===== src/rtl/halfmac_pkg.sv =====
// Package: shared op type and decode constants for the halfword MAC unit.
// Assumes a 32-bit instruction word with the encoding fields fixed.
package halfmac_pkg;
    localparam int INSN_W = 32;
    localparam int IDX_W  = 4;

    typedef enum logic [1:0] {
        OP_NONE  = 2'd0,
        OP_MUL   = 2'd1,
        OP_ACC32 = 2'd2,
        OP_ACC64 = 2'd3
    } hm_op_e;

    localparam logic [INSN_W-1:0] DEC_MASK  = 32'h0FF0_0090;
    localparam logic [INSN_W-1:0] PAT_ACC32 = 32'h0100_0080;
    localparam logic [INSN_W-1:0] PAT_ACC64 = 32'h0140_0080;
    localparam logic [INSN_W-1:0] PAT_MUL   = 32'h0160_0080;
endpackage


===== src/rtl/halfmac_decode.sv =====
// Decoder: classifies the instruction word into one of the three multiply
// forms and extracts register indices and halfword selects.
// Assumes the condition field (31:28) is evaluated elsewhere.
module halfmac_decode
    import halfmac_pkg::*;
(
    input  logic [INSN_W-1:0] insn,
    output hm_op_e            op,
    output logic              hi_sel_a,
    output logic              hi_sel_b,
    output logic [IDX_W-1:0]  idx_a,
    output logic [IDX_W-1:0]  idx_b,
    output logic [IDX_W-1:0]  idx_lo,
    output logic [IDX_W-1:0]  idx_hi
);
    logic [INSN_W-1:0] masked;
    logic              cond_unused;

    assign cond_unused = ^insn[31:28];
    assign masked      = insn & DEC_MASK;

    // Pattern match on the masked opcode bits.
    always_comb begin
        unique case (masked)
            PAT_ACC32: op = OP_ACC32;
            PAT_ACC64: op = OP_ACC64;
            PAT_MUL:   op = OP_MUL;
            default:   op = OP_NONE;
        endcase
    end

    assign hi_sel_a = insn[5];
    assign hi_sel_b = insn[6];
    assign idx_a    = insn[3:0];
    assign idx_b    = insn[11:8];
    assign idx_lo   = insn[15:12];
    assign idx_hi   = insn[19:16];
endmodule


===== src/rtl/halfmac_halfsel.sv =====
// Halfword selector: picks the upper or lower half of a word and
// sign-extends it back to the full word width.
// Assumes DATA_W is even.
module halfmac_halfsel #(
    parameter int DATA_W = 32
) (
    input  logic [DATA_W-1:0] word,
    input  logic              take_hi,
    output logic [DATA_W-1:0] ext
);
    localparam int HALF_W = DATA_W / 2;

    logic [HALF_W-1:0] half;

    // Choose the half, then replicate its sign bit upward.
    always_comb begin
        half = take_hi ? word[DATA_W-1:HALF_W] : word[HALF_W-1:0];
        ext  = {{(DATA_W-HALF_W){half[HALF_W-1]}}, half};
    end
endmodule


===== src/rtl/halfmac_arith.sv =====
// Arithmetic core: signed product of two sign-extended halfwords, the
// 32-bit accumulate with overflow detect, and the 64-bit accumulate.
// Assumes both multiplicands are already sign-extended halfwords, so the
// product always fits in DATA_W bits.
module halfmac_arith #(
    parameter int DATA_W = 32
) (
    input  logic [DATA_W-1:0]   mul_a,
    input  logic [DATA_W-1:0]   mul_b,
    input  logic [DATA_W-1:0]   acc_lo,
    input  logic [DATA_W-1:0]   acc_hi,
    output logic [DATA_W-1:0]   prod,
    output logic [DATA_W-1:0]   sum_s,
    output logic                sum_ovf,
    output logic [2*DATA_W-1:0] sum_l
);
    localparam int LONG_W = 2 * DATA_W;

    logic [LONG_W-1:0] prod_l;

    // Signed multiply; the low DATA_W bits hold the exact product.
    always_comb begin
        prod = DATA_W'($signed(mul_a) * $signed(mul_b));
    end

    // Short accumulate and signed overflow of the addition only.
    always_comb begin
        sum_s   = prod + acc_lo;
        sum_ovf = (prod[DATA_W-1] == acc_lo[DATA_W-1]) &&
                  (sum_s[DATA_W-1] != acc_lo[DATA_W-1]);
    end

    // Long accumulate over the register pair, wrapping modulo 2^LONG_W.
    always_comb begin
        prod_l = {{DATA_W{prod[DATA_W-1]}}, prod};
        sum_l  = {acc_hi, acc_lo} + prod_l;
    end
endmodule


===== src/rtl/halfmac_unit.sv =====
// Top: halfword signed multiply-accumulate unit. Decodes the instruction,
// returns read indices to the register file, computes the result and
// registers write-back and the saturation-set pulse with one cycle latency.
// Assumes operand values arrive in the same cycle as the instruction.
module halfmac_unit
    import halfmac_pkg::*;
#(
    parameter int DATA_W = 32
) (
    input  logic              clk,
    input  logic              rst_n,
    input  logic              issue_valid,
    input  logic [31:0]       insn,
    input  logic [DATA_W-1:0] opnd_a,
    input  logic [DATA_W-1:0] opnd_b,
    input  logic [DATA_W-1:0] acc_lo,
    input  logic [DATA_W-1:0] acc_hi,
    output logic [3:0]        rs_a_idx,
    output logic [3:0]        rs_b_idx,
    output logic [3:0]        rs_lo_idx,
    output logic [3:0]        rs_hi_idx,
    output logic              res_valid,
    output logic              wr_main_en,
    output logic [3:0]        wr_main_idx,
    output logic [DATA_W-1:0] wr_main_data,
    output logic              wr_aux_en,
    output logic [3:0]        wr_aux_idx,
    output logic [DATA_W-1:0] wr_aux_data,
    output logic              q_set
);
    localparam int N_OPND = 2;

    hm_op_e            op;
    logic              hi_sel_a, hi_sel_b;
    logic [N_OPND-1:0] hi_sel;
    logic [DATA_W-1:0] raw   [N_OPND];
    logic [DATA_W-1:0] ext   [N_OPND];
    logic [DATA_W-1:0]   prod, sum_s;
    logic                sum_ovf;
    logic [2*DATA_W-1:0] sum_l;

    logic              nx_main_en, nx_aux_en, nx_q;
    logic [DATA_W-1:0] nx_main_data;

    halfmac_decode u_dec (
        .insn     (insn),
        .op       (op),
        .hi_sel_a (hi_sel_a),
        .hi_sel_b (hi_sel_b),
        .idx_a    (rs_a_idx),
        .idx_b    (rs_b_idx),
        .idx_lo   (rs_lo_idx),
        .idx_hi   (rs_hi_idx)
    );

    assign hi_sel = {hi_sel_b, hi_sel_a};
    assign raw[0] = opnd_a;
    assign raw[1] = opnd_b;

    for (genvar g = 0; g < N_OPND; g++) begin : g_sel
        halfmac_halfsel #(.DATA_W(DATA_W)) u_sel (
            .word    (raw[g]),
            .take_hi (hi_sel[g]),
            .ext     (ext[g])
        );
    end

    halfmac_arith #(.DATA_W(DATA_W)) u_arith (
        .mul_a   (ext[0]),
        .mul_b   (ext[1]),
        .acc_lo  (acc_lo),
        .acc_hi  (acc_hi),
        .prod    (prod),
        .sum_s   (sum_s),
        .sum_ovf (sum_ovf),
        .sum_l   (sum_l)
    );

    // Next-state selection of write-back data and enables by op form.
    always_comb begin
        nx_main_en   = issue_valid && (op != OP_NONE);
        nx_aux_en    = issue_valid && (op == OP_ACC64);
        nx_q         = issue_valid && (op == OP_ACC32) && sum_ovf;
        unique case (op)
            OP_ACC32: nx_main_data = sum_s;
            OP_ACC64: nx_main_data = sum_l[2*DATA_W-1:DATA_W];
            default:  nx_main_data = prod;
        endcase
    end

    // Result register stage with synchronous active-low reset.
    always_ff @(posedge clk) begin
        if (!rst_n) begin
            res_valid    <= 1'b0;
            wr_main_en   <= 1'b0;
            wr_main_idx  <= '0;
            wr_main_data <= '0;
            wr_aux_en    <= 1'b0;
            wr_aux_idx   <= '0;
            wr_aux_data  <= '0;
            q_set        <= 1'b0;
        end else begin
            res_valid    <= issue_valid;
            wr_main_en   <= nx_main_en;
            wr_main_idx  <= rs_hi_idx;
            wr_main_data <= nx_main_data;
            wr_aux_en    <= nx_aux_en;
            wr_aux_idx   <= rs_lo_idx;
            wr_aux_data  <= sum_l[DATA_W-1:0];
            q_set        <= nx_q;
        end
    end


    valid_follow_chk: assert property (@(posedge clk) disable iff (!rst_n)
        $past(rst_n) |-> (res_valid == $past(issue_valid)));

    en_gated_chk: assert property (@(posedge clk) disable iff (!rst_n)
        !res_valid |-> (!wr_main_en && !wr_aux_en && !q_set));

    q_sign_chk: assert property (@(posedge clk) disable iff (!rst_n)
        (q_set && $past(rst_n)) |->
            (wr_main_data[DATA_W-1] != $past(acc_lo[DATA_W-1])));

    aux_pair_chk: assert property (@(posedge clk) disable iff (!rst_n)
        wr_aux_en |-> (wr_main_en && !q_set));

    aux_idx_chk: assert property (@(posedge clk) disable iff (!rst_n)
        (wr_aux_en && $past(rst_n)) |-> (wr_aux_idx == $past(insn[15:12])));

    none_chk: assert property (@(posedge clk) disable iff (!rst_n)
        ($past(rst_n) && $past((insn & DEC_MASK) != PAT_ACC32) &&
         $past((insn & DEC_MASK) != PAT_ACC64) &&
         $past((insn & DEC_MASK) != PAT_MUL)) |-> (!wr_main_en && !q_set));
endmodule


===== config.mk =====
export PLATFORM = sky130hd
export DESIGN_NAME = halfmac_unit
export DESIGN_NICKNAME = d
export VERILOG_FILES = /design/src/rtl/halfmac_pkg.sv /design/src/rtl/halfmac_decode.sv /design/src/rtl/halfmac_halfsel.sv /design/src/rtl/halfmac_arith.sv /design/src/rtl/halfmac_unit.sv
export SDC_FILE = /design/constraint.sdc
export NUM_CORES = 1
export LEC_CHECK = 0
export ABC_CLOCK_PERIOD_IN_PS = 45100
export BUFFER_PORTS_ARGS = -buffer_cell sky130_fd_sc_hd__buf_4
export CORE_UTILIZATION = 40
export DETAILED_ROUTE_END_ITERATION = 10
export PLACE_DENSITY_LB_ADDON = 0.2
export SKIP_CTS_REPAIR_TIMING = 1
export SYNTH_ARGS = -nofsm -noshare
export SYNTH_HDL_FRONTEND = slang
export SYNTH_HIERARCHICAL = 1
export SYNTH_SLANG_ARGS = --single-unit

===== constraint.sdc =====
create_clock -name clk -period 45.1 [get_ports clk]
set_clock_uncertainty 0.15 [all_clocks]
set_input_delay 13.53 -clock clk [delete_from_list [all_inputs] [get_ports clk]]
set_output_delay 13.53 -clock clk [all_outputs]
set_load 0.02 [all_outputs]

# ---- Word-level counts from Yosys, hierarchy flattened
# Index checks and enable logic that the tools add are counted.
# W data, S select, Z words.
dict set report classes {
  n_eq_ne 7
  n_addsub 2
  n_reduce_logical 6
  n_mux 4
  n_mul 1
}
# operator count
set ops {}
lappend ops {{$add A64 B64 Y64} 1}
lappend ops {{$pmux W32 S2} 1}
lappend ops {{$add A32 B32 Y32} 1}
lappend ops {{$mul A16 B16 Y32} 1}
lappend ops {{$mux W16} 2}
lappend ops {{$eq A10 B7 Y1 const B} 3}
lappend ops {{$pmux W2 S3} 1}
lappend ops {{$logic_and A1 B1 Y1} 5}
lappend ops {{$eq A2 B2 Y1 const B} 2}
lappend ops {{$reduce_bool A2 Y1} 1}
lappend ops {{$eq A1 B1 Y1} 1}
lappend ops {{$ne A1 B1 Y1} 1}
dict set report totals {
  word_cells 28
  register_bits 76
  input_bits 163
}

# ---- Depth between registers and ports, before layout
dict set report depth {
  word_depth 6
  ltp_mapped 45
  mapped_depth_nobuf 40
}

# ---- By module
# The synthesis kept the hierarchy.
# mod cells_each area_per_inst_um2 seq_area_each_um2 instances
set modules_own_cells {}
lappend modules_own_cells {halfmac_arith 2348 19932.9 0.0 1}
lappend modules_own_cells {halfmac_unit 238 2581.2 1521.5 1}
lappend modules_own_cells {halfmac_halfsel 34 369.1 0.0 2}
lappend modules_own_cells {halfmac_decode 23 168.9 0.0 1}

# ---- Worst setup path after synthesis
# Ideal clock, no wire load.
dict set report synth_timing {
  path_type {input port to output port}
  from {input port insn[16]}
  to {output port rs_hi_idx[0]}
  slack_ns 17.754
  path_stages 1
  t_arrival_ns 13.666
  n_path_buf 1
  required_time_ns 31.420
  cell_sequence {buf_4}
}
# element line_no
set synth_rtl {}
lappend synth_rtl {{from (decl)} halfmac_unit.sv:13} ;# input logic [31:0] insn,
lappend synth_rtl {{to (decl)} halfmac_unit.sv:21} ;# output logic [3:0] rs_hi_idx,
# No word-level cell between the ends.

# ---- Worst setup path in the final report
dict set report layout_timing {
  from {input port insn[19]}
  to {output port rs_hi_idx[3]}
}
# No word-level cell between the ends.

==> flow_metrics.tcl <==
set metrics [dict create \
    drtIter0Drc 819 \
    worstSetupStartpoint "insn[19]" \
    grt_usage_pct 22.4 \
    portBuffers 234 \
    boundaryPins 255 \
    status "completed" \
    synth_cell_types 62 \
    max_stage_delay_ns 0.15 \
    rsz0062_at_grt "false" \
    grt_pass1_vias 19217 \
    tns_ns 0 \
    detail_route.first_pass.iterations 5 \
    synth_area_leaders "fa_1, ha_1, and2_1, inv_1, dfxtp_1" \
    numCtsBuffers 9 \
    setup_viol 0 \
    drc_errors 0 \
    layout_setup_ws_ns 17.63 \
    core-area_sq_mm 0.0578 \
    cts.sinks 76 \
    antenna_left 0 \
    nets 3499 \
    place_ws_ns 17.63 \
    yosys_warnings 6 \
    path_delay_family "buffers and inverters" \
    hp-class "in2reg" \
    critPathKind "in2out" \
    ys_seq_area_share_pct 6.50 \
    place_congestion 0.900 \
    vias 17699 \
    syn_area_sq_mm 0.0234 \
    synth-seq-cells 76 \
    path_clk_slew_ns 0.06 \
    multi_input_area_sq_mm 0.0190 \
    dp_hpwl_mm 51.0 \
    cp.required_ns 31.42 \
    synth_nets 3462 \
    arrival_ns 13.79 \
    fin_crit_sh_pct 60.9 \
    viasPerCell 5.08 \
    start_kind "input port" \
    cts_tree "built" \
    die_y_um 244 \
    slowest_stage "buf_4" \
    grt_pass1_wl_mm 104 \
    max-slew-margin-rel_pct 34.2 \
    grt_max_degree 110 \
    cp_num_cells 2 \
    slew_violations 0 \
    crit_chain "buf_4, buf_4" \
    cts_max_path_buffers 2 \
    overflow 0 \
    die_area_sq_mm 0.0595 \
    fin_crit_ns 27.47 \
    cap_violations 0 \
    cp_max_fo 2 \
    ys_dominant_reg_cell "dfxtp_1" \
    clock.fmax_mhz 36.4 \
    area_growth_pct 7.98 \
    synth_edf_count 0 \
    routed_wire_length_per_instance_um 18.7 \
    synth.most_common_cell "inv_1" \
    nFillCells 5742 \
    post-synth-top-area-cell "fa_1" \
    async_flop_share_pct 0 \
    start_util_pct 40.5 \
    drive_above_1_share_pct 11.0 \
    netlist_instances 2677 \
    cts_root_buf "clkbuf_16" \
    drt-total-wl_mm 65.2 \
    dp.cells 3468 \
    synth_common_cells "inv_1, fa_1, and2_1" \
    hold_viol 0 \
    htreeDepth 3 \
    whs_ns 13.25 \
    worst_slew_pin_slew_ns 0.976 \
    setup.worst_path.end "rs_hi_idx[3]" \
    rows 88 \
    regArea_sq_mm 0.00152 \
    die_w_um 244 \
    worst-path-buf-inv 2 \
    layoutNonFillerInstCount 3485 \
    end_kind "output port" \
    antenna_found_initial 0 \
    avgSynthCellArea_sq_um 8.75 \
    cp_common_cell "buf_4" \
    yosysTopAreaCellShare_pct 35.0 \
]
==> metal layers <==
metal  vias up  wire (um)  track usage [%]
li1       8297          -                -
met1      8806      30600             30.9
met2       511      30400             37.3
met3        85       2630             1.96
met4         0       1580             6.53
met5         -          0                0
==> cells by family (layout without fill, tap and decap cells) <==
group	count (synthesis)	after routing	share of synthesized area, %
fa+ha+maj	622	622	46.3
buf+inv	654	696	12.3
flops	76	76	6.50
other cells	0	1	0
simple gates	763	763	17.0
compound gates	350	350	9.01
mux	65	65	3.27
xor+xnor	147	147	5.56
==> worst min-delay path by stage <==
stage | startpoint | endpoint | slack, ns | depth (start not counted)
after detailed placement | insn[18] | wr_main_idx[2]$_SDFF_PN0_ | 13.61 | 2
after global placement | insn[15] | wr_aux_idx[3]$_SDFF_PN0_ | 13.60 | 2
after CTS | insn[18] | wr_main_idx[2]$_SDFF_PN0_ | 13.24 | 2
after floorplan | issue_valid | res_valid$_SDFF_PN0_ | 13.52 | 2
final | insn[18] | wr_main_idx[2]$_SDFF_PN0_ | 13.25 | 2
after global routing | insn[18] | wr_main_idx[2]$_SDFF_PN0_ | 13.24 | 2
==> per-stage QoR <==
stage | util, % | instance area, sq um
final | 43.7 | 25300
after global placement | 43.2 | 25000
after detailed placement | 43.2 | 25000
after floorplan | - | 23400
after CTS | 43.7 | 25300
after global routing | 43.7 | 25300
==> state kept, by name (all words and copies together) (netlist names) <==
register,flops
wr_aux_idx,4
wr_aux_data,32
wr_aux_en,1
wr_main_data,32
res_valid,1
wr_main_en,1
wr_main_idx,4
q_set,1
==> final cells by class <==
class / count / area share [%]
repair buffers: 240 / 7.12
multi-input cells: 1947 / 75.3
inverters: 440 / 6.53
clock inverters: 6 / 0.277
clock buffers: 10 / 0.945
well taps: 765 / 3.78
diodes: 1 / 0.00990
flip-flops and latches: 76 / 6.02
==> layout by cell type (no fill, tap or decap), types with 3 or more instances in the layout <==
cell          n
nor2_1       46
a2111oi_0     3
nand2b_1     17
clkbuf_16     9
nor3_1        8
a31oi_1      13
o21ai_1       9
xor2_1       37
mux2i_1      33
a21o_1       47
mux2_2       10
nor2b_1      15
o211ai_1      4
and3_1        6
o31ai_1       5
inv_1       440
and4_1        3
dfxtp_1      76
o21bai_1      7
o21a_1       10
buf_4       240
fa_1        409
clkinvlp_4    3
nand3_1      16
o21ai_0      81
ha_1        213
nand2_1     263
mux2_4       22
xnor2_1     108
and2_1      361
a21oi_1     136
a211oi_1     12
nand4_1      14
Power is not shown: default switching activity piles up to over one toggle a cycle in this logic, so the estimate is an artifact.
